File: src/rtl/sprite_dma_pkg.sv
package sprite_dma_pkg;

    typedef enum logic {
        MODEL_MONO  = 1'b0,
        MODEL_COLOR = 1'b1
    } sdma_model_e;

    // blocked half-open range of address high bytes [lo, hi)
    typedef struct packed {
        logic [7:0] lo;
        logic [7:0] hi;
    } sdma_window_t;

    localparam logic [7:0] PG_VIDEO_LO  = 8'h80;
    localparam logic [7:0] PG_VIDEO_HI  = 8'hA0;
    localparam logic [7:0] PG_EXTRAM_HI = 8'hC0;
    localparam logic [7:0] PG_WORK_END  = 8'hFE;

    localparam logic [2:0] RGN_VIDEO = 3'd4;
    localparam logic [2:0] RGN_WORK  = 3'd6;

endpackage

File: src/rtl/sprite_dma_pacer.sv
module sprite_dma_pacer #(
    parameter int FIRST_DELAY = 8,
    parameter int STEP_DELAY  = 4
) (
    input  logic clk,
    input  logic rst_n,
    input  logic restart_i,
    input  logic run_i,
    input  logic tick_i,
    output logic fire_o
);
    localparam int MAX_DELAY = (FIRST_DELAY > STEP_DELAY) ? FIRST_DELAY : STEP_DELAY;
    localparam int WAIT_W    = $clog2(MAX_DELAY + 1);

    typedef struct packed {
        logic [WAIT_W-1:0] wait_cnt;
    } pace_t;

    pace_t pace_d, pace_q;

    always_comb begin
        pace_d = pace_q;
        fire_o = run_i && tick_i && (pace_q.wait_cnt == WAIT_W'(1));
        if (restart_i) begin
            pace_d.wait_cnt = WAIT_W'(FIRST_DELAY);
        end else if (run_i && tick_i) begin
            if (fire_o) begin
                pace_d.wait_cnt = WAIT_W'(STEP_DELAY);
            end else begin
                pace_d.wait_cnt = pace_q.wait_cnt - 1'b1;
            end
        end
    end

    always_ff @(posedge clk or negedge rst_n) begin
        if (!rst_n) begin
            pace_q <= '{wait_cnt: WAIT_W'(FIRST_DELAY)};
        end else begin
            pace_q <= pace_d;
        end
    end

endmodule

File: src/rtl/sprite_dma_window.sv
module sprite_dma_window
    import sprite_dma_pkg::*;
(
    input  logic [2:0]   region_i,
    input  sdma_model_e  model_i,
    output sdma_window_t win_o
);
    sdma_window_t win_mono, win_color;

    always_comb begin
        if (region_i == RGN_VIDEO) begin
            win_mono = '{lo: PG_VIDEO_LO, hi: PG_VIDEO_HI};
        end else begin
            win_mono = '{lo: PG_VIDEO_HI, hi: PG_WORK_END};
        end

        if (region_i == RGN_VIDEO) begin
            win_color = '{lo: PG_VIDEO_LO, hi: PG_VIDEO_HI};
        end else if (region_i == RGN_WORK) begin
            win_color = '{lo: PG_EXTRAM_HI, hi: PG_WORK_END};
        end else begin
            win_color = '{lo: PG_VIDEO_HI, hi: PG_EXTRAM_HI};
        end

        win_o = (model_i == MODEL_COLOR) ? win_color : win_mono;
    end

endmodule

File: src/rtl/sprite_dma_gate.sv
module sprite_dma_gate
    import sprite_dma_pkg::*;
#(
    parameter logic [7:0] SPRITE_PAGE = 8'hFE
) (
    input  logic         active_i,
    input  sdma_window_t win_i,
    input  logic [15:0]  cpu_addr_i,
    input  logic         cpu_rd_i,
    input  logic         cpu_wr_i,
    input  logic [7:0]   cpu_rdata_i,
    output logic         cpu_rd_o,
    output logic         cpu_wr_o,
    output logic [7:0]   cpu_rdata_o
);
    logic in_sprite, in_window, blocked;

    always_comb begin
        in_sprite = (cpu_addr_i >= {SPRITE_PAGE, 8'h00}) &&
                    (cpu_addr_i <= {SPRITE_PAGE, 8'hFF});
        in_window = (cpu_addr_i >= {win_i.lo, 8'h00}) &&
                    (cpu_addr_i <  {win_i.hi, 8'h00});
        blocked   = active_i && (in_sprite || in_window);

        cpu_rd_o    = cpu_rd_i && !blocked;
        cpu_wr_o    = cpu_wr_i && !blocked;
        cpu_rdata_o = blocked ? 8'hFF : cpu_rdata_i;
    end

endmodule

File: src/rtl/sprite_dma.sv
module sprite_dma
    import sprite_dma_pkg::*;
#(
    parameter int         BYTE_COUNT  = 160,
    parameter int         FIRST_DELAY = 8,
    parameter int         STEP_DELAY  = 4,
    parameter logic [7:0] LAST_PAGE   = 8'hF1,
    parameter logic [7:0] SPRITE_PAGE = 8'hFE
) (
    input  logic        clk,
    input  logic        rst_n,
    input  logic        tick_i,
    input  logic        start_i,
    input  logic [7:0]  start_page_i,
    input  logic        color_mode_i,
    output logic        mem_rd_en_o,
    output logic [15:0] mem_rd_addr_o,
    input  logic [7:0]  mem_rd_data_i,
    output logic        spr_we_o,
    output logic [7:0]  spr_addr_o,
    output logic [7:0]  spr_wdata_o,
    output logic        busy_o,
    input  logic [15:0] cpu_addr_i,
    input  logic        cpu_rd_i,
    input  logic        cpu_wr_i,
    input  logic [7:0]  cpu_rdata_i,
    output logic        cpu_rd_o,
    output logic        cpu_wr_o,
    output logic [7:0]  cpu_rdata_o
);
    localparam int OFF_W = 8;
    localparam logic [OFF_W-1:0] LAST_OFF = OFF_W'(BYTE_COUNT - 1);

    typedef struct packed {
        logic             active;
        sdma_model_e      model;
        logic [7:0]       page;
        logic [OFF_W-1:0] off;
    } core_t;

    typedef struct packed {
        logic             we;
        logic [OFF_W-1:0] addr;
        logic [7:0]       data;
    } wbuf_t;

    core_t core_d, core_q;
    wbuf_t wbuf_d, wbuf_q;

    logic         accept;
    logic         fire;
    logic         xfer;
    sdma_window_t win;

    sprite_dma_pacer #(
        .FIRST_DELAY (FIRST_DELAY),
        .STEP_DELAY  (STEP_DELAY)
    ) u_pacer (
        .clk       (clk),
        .rst_n     (rst_n),
        .restart_i (accept),
        .run_i     (core_q.active),
        .tick_i    (tick_i),
        .fire_o    (fire)
    );

    always_comb begin
        accept = start_i && (start_page_i <= LAST_PAGE);
        // a restart wins over a byte due at the same edge
        xfer   = fire && !accept;

        core_d = core_q;
        wbuf_d = '{we: xfer, addr: core_q.off, data: mem_rd_data_i};

        if (accept) begin
            core_d.active = 1'b1;
            core_d.model  = color_mode_i ? MODEL_COLOR : MODEL_MONO;
            core_d.page   = start_page_i;
            core_d.off    = '0;
        end else if (xfer) begin
            core_d.off = core_q.off + 1'b1;
            if (core_q.off == LAST_OFF) begin
                core_d.active = 1'b0;
            end
        end
    end

    always_ff @(posedge clk or negedge rst_n) begin
        if (!rst_n) begin
            core_q <= '0;
            wbuf_q <= '0;
        end else begin
            core_q <= core_d;
            wbuf_q <= wbuf_d;
        end
    end

    sprite_dma_window u_window (
        .region_i (core_q.page[7:5]),
        .model_i  (core_q.model),
        .win_o    (win)
    );

    sprite_dma_gate #(
        .SPRITE_PAGE (SPRITE_PAGE)
    ) u_gate (
        .active_i    (core_q.active),
        .win_i       (win),
        .cpu_addr_i  (cpu_addr_i),
        .cpu_rd_i    (cpu_rd_i),
        .cpu_wr_i    (cpu_wr_i),
        .cpu_rdata_i (cpu_rdata_i),
        .cpu_rd_o    (cpu_rd_o),
        .cpu_wr_o    (cpu_wr_o),
        .cpu_rdata_o (cpu_rdata_o)
    );

    assign mem_rd_en_o   = xfer;
    assign mem_rd_addr_o = {core_q.page, core_q.off};
    assign spr_we_o      = wbuf_q.we;
    assign spr_addr_o    = wbuf_q.addr;
    assign spr_wdata_o   = wbuf_q.data;
    assign busy_o        = core_q.active;

endmodule

File: config.mk
export PLATFORM = sky130hd
export DESIGN_NAME = sprite_dma
export DESIGN_NICKNAME = d
export VERILOG_FILES = /design/src/rtl/sprite_dma_pkg.sv /design/src/rtl/sprite_dma_pacer.sv /design/src/rtl/sprite_dma_window.sv /design/src/rtl/sprite_dma_gate.sv /design/src/rtl/sprite_dma.sv
export SDC_FILE = /design/constraint.sdc
export NUM_CORES = 1
export LEC_CHECK = 0
export BUFFER_PORTS_ARGS = -buffer_cell sky130_fd_sc_hd__buf_2
export CORE_ASPECT_RATIO = 0.6
export CORE_MARGIN = 10
export CORE_UTILIZATION = 40
export DETAILED_ROUTE_END_ITERATION = 16
export GPL_TIMING_DRIVEN = 0
export PLACE_DENSITY_LB_ADDON = 0.05
export SYNTH_ARGS = -nofsm -noshare
export SYNTH_HDL_FRONTEND = slang
export SYNTH_SLANG_ARGS = --single-unit
File: constraint.sdc
create_clock -name clk -period 4.2 [get_ports clk]
set_input_delay 0.42 -clock clk [delete_from_list [all_inputs] [get_ports clk]]
set_output_delay 0.42 -clock clk [all_outputs]
set_load 0.01 [all_outputs]
Word-level counts from Yosys, hierarchy flattened

Index checks and enable logic that the tools add are counted.
W data, S select, Z words.

Input port bits: 47
Bits in registers: 39
Output and inout bits: 45
Logic and storage cells: 49

Multiplexer cells: 14
$lt $le $gt $ge: 5
Equality and inequality tests: 4
$add $sub $neg: 2
Reductions and logical operators: 16

Operators by type and width:

| cell                   | number |
|---|---|
| $mux W16               | 2 |
| $mux W8                | 3 |
| $ge A16 B16 Y1         | 1 |
| $ge A16 B16 Y1 const B | 1 |
| $le A16 B16 Y1 const B | 1 |
| $lt A16 B16 Y1         | 1 |
| $mux W15               | 1 |
| $mux W14               | 1 |
| $mux W4                | 3 |
| $logic_and A1 B1 Y1    | 9 |
| $add A8 B1 Y8 const B  | 1 |
| $eq A8 B8 Y1 const B   | 1 |
| $le A8 B8 Y1 const B   | 1 |
| $eq A3 B3 Y1 const B   | 2 |
| $reduce_bool A2 Y1     | 3 |
| $eq A4 B1 Y1 const B   | 1 |
| $mux W1                | 4 |
| $sub A4 B1 Y4 const B  | 1 |
| $logic_not A1 Y1       | 2 |
| $reduce_and A2 Y1      | 1 |
| $logic_or A1 B1 Y1     | 1 |

Longest topological paths before layout

Gate-level depths: netlist (run 1).

Depth in word-level cells: 10
Gate-level depth with buffers: 8
Gate-level depth less buffers: 8

Cells and area by module

A second synthesis (run 1) with hierarchy kept.

Cells, all modules: 217
Area, all modules: 2,267.2 um2

Modules (own cells, without submodules):

| module            | area an instance (um2) | instances | cells each | seq. area each (um2) |
|---|---|---|---|---|
| sprite_dma        | 1,350.0                | 1         | 97         | 875.8 |
| sprite_dma_gate   | 545.5                  | 1         | 76         | 0.0 |
| sprite_dma_pacer  | 232.7                  | 1         | 24         | 101.3 |
| sprite_dma_window | 138.9                  | 1         | 20         | 0.0 |

Worst setup path after synthesis (run 1)

Ideal clock, no wire load.

Path kind: reg2out
From: register core_q (netlist bit mem_rd_addr_o[13])
To: output cpu_rdata_o[0]
Data required time: 3.780 ns
Path slack: 1.673 ns
Cell stages (with the launch flop): 9
Data arrival time: 2.107 ns
Buffers on the path: 0
Path through: dfrtp_1 nand2b_1 and2_1 or2_2 ha_1 and4_1 o21ai_0 o2bb2ai_1 o21ai_0

Cells in the longest elaborated chain, start to end: 9
Elaborated cells between the ends (all ways): 12
Classes of those cells: order compare (2); eq/ne (2); mux (5); reduce/logical (3)

Ends and longest elaborated chain:

| what                                                    | line                                         | source |
|---|---|---|
| start: declaration                                      | sprite_dma.sv:47                             | `core_t core_d, core_q;` |
| start signal: assignment                                | sprite_dma.sv:93                             | `core_q <= core_d;` |
| $eq A3 B3 Y1                                            | sprite_dma_window.sv:19                      | `end else if (region_i == RGN_WORK) begin` |
| $mux W15                                                | sprite_dma_window.sv:19                      |  |
| $mux W16                                                | sprite_dma_window.sv:17                      | `if (region_i == RGN_VIDEO) begin` |
| $mux W16 *                                              | sprite_dma_window.sv:25                      | `win_o = (model_i == MODEL_COLOR) ? win_color : win_mono;` |
| $ge A16 B16 Y1 / $lt A16 B16 Y1 (equally long branches) | sprite_dma_gate.sv:21, sprite_dma_gate.sv:22 |  |
| $logic_and A1 B1 Y1 *                                   | sprite_dma_gate.sv:21                        | `in_window = (cpu_addr_i >= {win_i.lo, 8'h00}) &&` |
| $logic_or A1 B1 Y1 *                                    | sprite_dma_gate.sv:23                        | `blocked = active_i && (in_sprite \|\| in_window);` |
| $logic_and A1 B1 Y1 *                                   | sprite_dma_gate.sv:23                        |  |
| $mux W8 *                                               | sprite_dma_gate.sv:27                        | `cpu_rdata_o = blocked ? 8'hFF : cpu_rdata_i;` |
| end: declaration                                        | sprite_dma.sv:29                             | `output logic [7:0] cpu_rdata_o` |

Every way passes the cells marked *; elsewhere a longest branch is shown, timed or not.

Worst setup path in the final report (run 1)

From: register core_q (netlist bit mem_rd_addr_o[13])
To: output cpu_rdata_o[1]

The elaborated chain is that of the path after synthesis.

==> flow_summary.toml, run 1 <==
[setup_path]
arrival_ns = 2.79
crit_type = "register to output pin"
cp_common_cell = "o21ai_0"
crit_path_max_fanout = 10
crit_path_start_kind = "register"
critical_path_buf_inv_count = 1
end_kind = "output pin"
path_delay_family = "simple AND/OR/NAND/NOR gates"
crit_required_ns = 3.78
cp_slowest_cell = "o2bb2ai_1"
critical_path.cell_chain = "nand2b_1 -> and2_1 -> or2_2 -> ha_1 -> and4_1 -> o21ai_0 -> o2bb2ai_1 -> o21ai_0 -> buf_2"
max_stage_delay_ns = 0.55

[route]
first_pass_iters = 4
drt_iter0_drc = 75
routed_wirelength_um = 5140
wl_per_cell_um = 15.2
vias = 1650
drtAntennaViolNets = 0
route.detailed.drc = 0
viasPerCell = 4.88

[clock_tree]
cts_tree = "done"
cts_max_level = 2
postCtsHoldBufs = 0
postCtsSetupBuffers = 0
clk_pin_slew_ns = 0.08
numCtsBuffers = 5
cts_root_buffer = "clkbuf_8"
post_cts_resize_count = 0
cts.path.max_buffers = 2
clock-sinks = 39
clk_latency_ns = 0.29

[power]
ir_drop_mv = 0.244
powerDensity_mw_per_mm2 = 331
power_leakage_nw = 1.28

[yosys]
synth_top_area_share_pct = 52.4
synth_fa_ha_area_share_pct = 6.21
synth_xor_area_share_pct = 1.93
synth_compound_area_share_pct = 11.3
ys_ff_latch = 39
synth-edff-count = 0
netlist_area_sq_mm = 0.00181
synthSimpleGateAreaFrac_pct = 25.2
ys.flop_type = "dfrtp_1"
yosys-top-cells-count = "38 x dfrtp_1, 37 x nand2_1, 14 x nor2_1, 13 x o21ai_0, 9 x ha_1"
syn-num-nets = 235
yosys-top-cells-area = "dfrtp_1 52%, nand2_1 7.7%, ha_1 6.2%, o21ai_0 3.6%, nor2_1 2.9%"
synth_cell_types = 38
post_synth_inst_count = 179
synthMuxAreaShare_pct = 0
syn_avg_cell_area_sq_um = 10.1
synth_top_family_by_area = "simple AND/OR/NAND/NOR gates"
synth_warnings = 0
synth_seq_area_share_pct = 53.9
yosysMostFrequentCell = "dfrtp_1"
synth_top_area_cell = "dfrtp_1"
async_flop_share_pct = 100

[die]
fp.dieW_um = 107
die_h_um = 72.2
start_util_pct = 42.8
die-area_sq_mm = 0.00772
pin_count = 92
rows = 18
core_area_sq_mm = 0.00423

[flow_run]
cap_violations = 0

[timing]
grt_setup_unrepaired = "no"
finalCritPeriodShare_pct = 76.3
final-hold-violation-count = 0
period_minus_slack_ns = 3.21
fin_setup_tns_ns = 0
fmax_ghz = 0.312
finalMaxSlewViolations = 0
slew_headroom_pct = 40.9
skew_ns = 0.00505
worst_slew_pin_slew_ns = 0.879
setup_viol = 0

[min_path]
hp-class = "input pin to asynchronous set/reset pin"

[global_route]
grt_pass1_wl_um = 8630
antenna_found_initial = 0
grt_pass1_vias = 1763
grt_max_degree = 40
overflow = 0
grt_usage_pct = 13.7

[final_layout]
finalNetCount = 333
fin_util_pct = 57.6
diodes = 0
fillers = 443
final_cells = 338
drive_above_1_share_pct = 39.2
syn_to_final_growth_pct = 34.3

[placed_design]
gp_congestion = 0.835
dpl.hpwl_um = 4200
dp.cells = 330
port_buffers = 91

[outcome]
outcome = "finished, final reports clean"
per-stage QoR:
| stage | total power (W) | instance area (sq um) | setup WS [ns] | hold slack [ns] |
|---|---|---|---|---|
| final | 0.000806 | 2440 | 0.994 | 0.215 |
| after global routing | 0.000863 | 2440 | 0.725 | 0.208 |
| after CTS | 0.000822 | 2440 | 1.00 | 0.215 |
| after detailed placement | 0.000561 | 2340 | 1.34 | 0.423 |
| after global placement | 0.000558 | 2340 | 1.33 | 0.426 |
| after floorplan | 0.000488 | 1810 | 1.67 | 0.124 |
layer usage:
layer  global-route usage (%)  vias up  wire length (um)  share of wire, %
met5                        0        -                 0                 0
li1                         -      825                 -                 -
met3                     7.85        7               565                11
met2                     19.8       60              2190                43
met1                     17.4      758              2340                46
met4                     3.29        0                47              0.91
registers in the layout, summed over array words and instances, names as in the netlist:
register / flops
mem_rd_addr_o: 16
spr_addr_o: 8
spr_wdata_o: 8
u_pacer.pace_q: 4
busy_o: 1
core_q: 1
spr_we_o: 1
worst paths after layout:
check | start | end | slack, ns | depth (start not counted)
min in group clk | mem_rd_data_i[6] | spr_wdata_o[6] | 0.23 | 1
worst max-delay path | mem_rd_addr_o[13] | cpu_rdata_o[1] | 0.99 | 9
worst min-delay path | rst_n | spr_wdata_o[6] | 0.21 | 1
max in group asynchronous | rst_n | busy_o | 3.46 | 1
worst max register to register | u_pacer.pace_q[1] | mem_rd_addr_o[7] | 2.21 | 6
worst min register to register | mem_rd_addr_o[7] | spr_addr_o[7] | 0.44 | 0
cells in the final DEF, fill, tap and decap left out, types with 5 or more instances in the layout:
cell / n
a21oi_1: 8
clkbuf_8: 5
nand2_1: 37
o21ai_0: 13
nor2_1: 14
dfrtp_1: 38
ha_1: 9
buf_2: 92
power by group:
group	total (W)	switching, W	internal (W)
Clock	0.000255	0.000136	0.000119
Sequential	0.000410	0.0000149	0.000395
Combinational	0.000142	0.0000789	0.0000630
final cells by class:
| type | instances | area (sq um) | area share (%) |
|---|---|---|---|
| multi-input combinational | 133 | 810 | 33.2 |
| inverter | 4 | 15.0 | 0.616 |
| timing repair buffer | 91 | 455 | 18.7 |
| sequential | 39 | 977 | 40.1 |
| tap | 60 | 75.1 | 3.08 |
| clock inverter | 3 | 23.8 | 0.975 |
| clock buffer | 5 | 68.8 | 2.82 |
| buffer | 3 | 12.5 | 0.513 |
cell families after synthesis:
| group | after synthesis |
|---|---|
| buffers and inverters | 7 |
| adder cells (fa/ha/maj) | 9 |
| flip-flops | 39 |
| AO/OA/AOI/OAI | 34 |
| AND/OR/NAND/NOR | 86 |
| XOR/XNOR | 4 |
No activity file was read; power rests on OpenSTA's default activity.
==> run 2: changes to the inputs <==
==> constraint.sdc (replaced) <==
create_clock -name clk -period 3.3 [get_ports clk]
set_input_delay 0.33 -clock clk [delete_from_list [all_inputs] [get_ports clk]]
set_output_delay 0.33 -clock clk [all_outputs]
set_load 0.01 [all_outputs]
==> run 2 against run 1 <==
Net effect: register-to-register slack lost 0.89 ns; power up 28%; worst setup slack worse by 0.62 ns; wire length rose by 0.93%; via count fell by 0.79%; sequential share of layout area decreased by 0.10 points; clock power is 27% higher; largest power group unchanged.
==> flow_summary.toml, run 2 (synthesis gave the netlist of run 1 again) <==
[route]
routed_wirelength_um = 5190
wl_per_cell_um = 15.4
viasPerCell = 4.84
drtAntennaViolNets = 0
first_pass_iters = 4
vias = 1637
route.detailed.drc = 0
drt_iter0_drc = 76

[die]
pin_count = 92
die_h_um = 72.2
start_util_pct = 42.8
core_area_sq_mm = 0.00423
rows = 18
fp.dieW_um = 107
die-area_sq_mm = 0.00772

[clock_tree]
cts_tree = "done"
cts_root_buffer = "clkbuf_8"
clk_pin_slew_ns = 0.08
postCtsSetupBuffers = 0
post_cts_resize_count = 0
cts_max_level = 2
postCtsHoldBufs = 0
cts.path.max_buffers = 2
numCtsBuffers = 5
clock-sinks = 39
clk_latency_ns = 0.29

[placed_design]
port_buffers = 91
dpl.hpwl_um = 4200
gp_congestion = 0.835

[timing]
grt_setup_unrepaired = "no"
skew_ns = 0.00499
finalCritPeriodShare_pct = 88.7
fmax_ghz = 0.342
worst_slew_pin_slew_ns = 0.879
period_minus_slack_ns = 2.93
fin_setup_tns_ns = 0
finalMaxSlewViolations = 0
slew_headroom_pct = 40.9
final-hold-violation-count = 0
setup_viol = 0

[final_layout]
mostFrequentLayoutCell = "buf_2"
syn_to_final_growth_pct = 34.7
final_cell_mix = "92 x buf_2, 38 x dfrtp_1, 37 x nand2_1"
drive_above_1_share_pct = 39.6
finalNetCount = 333
largest_reg_flops = 16
diodes = 0
fin_util_pct = 57.7

[setup_path]
rr_endpoint = "mem_rd_addr_o[7]"
crit_path_max_fanout = 10
crit_required_ns = 2.97
arrival_ns = 2.60
end_kind = "output pin"
r2r_start = "u_pacer.pace_q[1]"
crit_path_start_kind = "register"
r2r_cells = 6
crit_type = "register to output pin"
r2r_slack_ns = 1.32

[power]
power_leakage_nw = 1.28
powerDensity_mw_per_mm2 = 421
ir_drop_mv = 0.312

[global_route]
grt_pass1_wl_um = 8630
antenna_found_initial = 0
grt_pass1_vias = 1763
overflow = 0
grt_usage_pct = 13.7
grt_max_degree = 40

[outcome]
outcome = "finished, final reports clean"

[flow_run]
cap_violations = 0

[min_path]
hp-class = "input pin to asynchronous set/reset pin"
==> run 2: cell counts in the layout (fill, tap and decap cells not counted) <==
Identical to the previous run, type by type.
==> run 2: through the flow <==
stage | setup slack, ns | power (W) | hold WS [ns] | instances | cell area [sq um]
2_1_floorplan | 0.863 | 0.000621 | 0.0344 | 179 | 1810
5_1_grt | 0.163 | 0.00110 | 0.118 | 338 | 2440
6_report | 0.373 | 0.00103 | 0.133 | 338 | 2440
3_3_place_gp | 0.523 | 0.000710 | 0.426 | 330 | 2340
4_1_cts | 0.192 | 0.00105 | 0.125 | 338 | 2440
3_5_place_dp | 0.529 | 0.000714 | 0.423 | 330 | 2340
==> run 2: area by class of cell <==
class	instances	area (sq um)
buffer	3	12.5
timing repair buffer	91	455
clock buffer	5	68.8
clock inverter	3	23.8
tap	60	75.1
inverter	4	15.0
sequential	39	977
fill	443	1790
multi-input combinational	133	816
==> run 2: metal layers <==
| layer | track usage (%) | part of all wire [%] | vias up | wire, um |
|---|---|---|---|---|
| met4 | 3.29 | 0.91 | 0 | 47 |
| met3 | 7.85 | 11 | 7 | 553 |
| met2 | 19.8 | 43 | 52 | 2220 |
| met1 | 17.4 | 46 | 754 | 2370 |
| met5 | 0 | 0 | - | 0 |
| li1 | - | - | 824 | - |
==> run 2: report_power, final <==
group          switching, W  internal [W]  leakage [nW]
clock network      0.000174      0.000151        0.0408
registers         0.0000189      0.000502         0.499
logic              0.000102     0.0000810         0.738
==> run 2: worst max path at each step <==
stage	startpoint	endpoint	cells after the start
floorplan	mem_rd_addr_o[13]	cpu_rdata_o[0]	8
global placement	mem_rd_addr_o[13]	cpu_rd_o	9
detailed placement	mem_rd_addr_o[13]	cpu_rdata_o[6]	9
CTS	mem_rd_addr_o[13]	cpu_rdata_o[2]	9
global route	mem_rd_addr_o[13]	cpu_rdata_o[3]	9
finish	mem_rd_addr_o[13]	cpu_rdata_o[1]	9
==> run 2: worst max-delay path, stage by stage, from the launching register on <==
cell	delay (ns)
dfrtp_1	0.42
nand2b_1	0.20
and2_1	0.19
or2_2	0.27
ha_1	0.27
and4_1	0.17
o21ai_0	0.12
o2bb2ai_2	0.38
o21ai_0	0.13
buf_2	0.16
==> run 3: changes to the inputs <==
--- a/config.mk
+++ b/config.mk
@@ -11,7 +11,7 @@
 export CORE_UTILIZATION = 40
 export DETAILED_ROUTE_END_ITERATION = 16
 export GPL_TIMING_DRIVEN = 0
-export PLACE_DENSITY_LB_ADDON = 0.05
+export PLACE_DENSITY = 0.73
 export SYNTH_ARGS = -nofsm -noshare
 export SYNTH_HDL_FRONTEND = slang
 export SYNTH_SLANG_ARGS = --single-unit
==> run 3 against run 2 <==
Net effect: clock power is 7.7% higher; combinational power hardly changed; highest routed layer unchanged; core utilization increased by 0.27 points; worst setup slack gained 0.037 ns; critical endpoint is now cpu_wr_o; final cell count did not move; critical path type unchanged; wire length shrank 5.0%; clock skew increased by 0.0016 ns.
==> flow_summary.toml, run 3 (synthesis gave the netlist of run 1 again) <==
[die]
start_util_pct = 42.8
fp.dieW_um = 107
pin_count = 92
die-area_sq_mm = 0.00772
rows = 18
core_area_sq_mm = 0.00423
die_h_um = 72.2

[clock_tree]
clock-sinks = 39
postCtsHoldBufs = 0
cts_root_buffer = "clkbuf_8"
clk_latency_ns = 0.29
cts_tree = "done"
numCtsBuffers = 5
clk_pin_slew_ns = 0.07
cts.path.max_buffers = 2
cts_max_level = 2
postCtsSetupBuffers = 0

[placed_design]
gp_congestion = 0.768
pre_cts_ws_ns = 0.559
dpl.hpwl_um = 3960
port_buffers = 91

[route]
vias = 1647
route.detailed.drc = 0
viasPerCell = 4.87
first_pass_iters = 4
drt_iter0_drc = 91
routed_wirelength_um = 4930
drtAntennaViolNets = 0
wl_per_cell_um = 14.6

[final_layout]
drive_above_1_share_pct = 39.6
fillers = 381
mostFrequentLayoutCell = "buf_2"
final_cell_mix = "92 x buf_2, 38 x dfrtp_1, 37 x nand2_1"
diodes = 0
fin_util_pct = 58.0
largest_reg_flops = 16
finalNetCount = 333
syn_to_final_growth_pct = 35.3

[power]
p_comb_share_pct = 17.1
power_frac_seq_pct = 49.6
p_int_w = 0.000773
power_leakage_nw = 1.29
swShare_pct = 26.4
powerDensity_mw_per_mm2 = 428
clock_power_share_pct = 33.3
switchingPower_w = 0.000278
finalPower_w = 0.00105
ir_drop_mv = 0.267

[timing]
fin_setup_tns_ns = 0
timing.hold.ws_ns = 0.129
grt_setup_unrepaired = "no"
finalMaxSlewViolations = 0
finalCritPeriodShare_pct = 87.6
period_minus_slack_ns = 2.89
worst_slew_pin_slew_ns = 0.817
setup_viol = 0
fmax_ghz = 0.346
final-hold-violation-count = 0
timing.final.ws_setup_ns = 0.410
slew_headroom_pct = 45.1
skew_ns = 0.00659

[setup_path]
crit_required_ns = 2.97
arrival_ns = 2.56
crit_path_max_fanout = 10
crit_path_start_kind = "register"
crit_type = "register to output pin"
end_kind = "output pin"

[global_route]
grt_max_degree = 40
overflow = 0
antenna_found_initial = 0
grt_pass1_vias = 1727
grt_usage_pct = 12.9
grt_pass1_wl_um = 8180

[flow_run]
cap_violations = 0

[min_path]
hp-class = "input pin to asynchronous set/reset pin"

[outcome]
outcome = "finished, final reports clean"
## run 3: what timing repair did
| action | 4_1_cts | 5_1_grt |
|---|---|---|
| gates resized for setup | 0 | 1 |
| hold endpoints to repair | 0 | 0 |
| endpoints found under the setup margin | 0 | 10 |
## run 3: routing by layer
metal	routed length [um]	vias up	global-route usage (%)
met2	2380	41	20.6
met1	2140	779	15.4
met3	381	4	5.91
li1	-	823	-
met5	0	-	0
met4	31	0	3.29
## run 3: cell type report
type	count	area [sq um]	share of cell area [%]
flip-flops and latches	39	977	39.8
multi-input cells	133	816	33.2
repair buffers	91	455	18.6
clock buffers	7	96.3	3.92
well taps	60	75.1	3.06
inverters	4	15.0	0.612
plain buffers	3	12.5	0.510
clock inverters	1	7.51	0.306
## run 3: worst max-delay path, cell delays in order (launching register included)
cell and delay [ns]:
dfrtp_1 0.42, nand2b_1 0.19, and2_1 0.20, or2_2 0.28, ha_1 0.27, and4_1 0.18, o21ai_0 0.11, o2bb2ai_2 0.35
o21a_1 0.16, buf_2 0.13
## run 3: power by group through the flow
stage | combinational, W | clock, W | sequential (W)
global route | 0.000206 | 0.000388 | 0.000525
floorplan | 0.0000851 | 0 | 0.000536
finish | 0.000180 | 0.000350 | 0.000521
global placement | 0.000176 | 0 | 0.000530
CTS | 0.000182 | 0.000360 | 0.000521
detailed placement | 0.000182 | 0 | 0.000530
## run 3: final timing paths
check	from	end	slack [ns]	cells after the start
max	mem_rd_addr_o[13]	cpu_wr_o	0.41	9
min	rst_n	mem_rd_addr_o[10]	0.13	1
max reg2reg	u_pacer.pace_q[1]	mem_rd_addr_o[7]	1.39	6
min reg2reg	mem_rd_addr_o[4]	spr_addr_o[4]	0.45	0
max in group asynchronous	rst_n	spr_we_o	2.65	1
min in group clk	mem_rd_data_i[7]	spr_wdata_o[7]	0.14	1
## run 3: per-stage QoR
step / instances / area [sq um]
CTS: 338 / 2450
finish: 338 / 2450
global placement: 330 / 2340
detailed placement: 330 / 2340
floorplan: 179 / 1810
global route: 338 / 2450
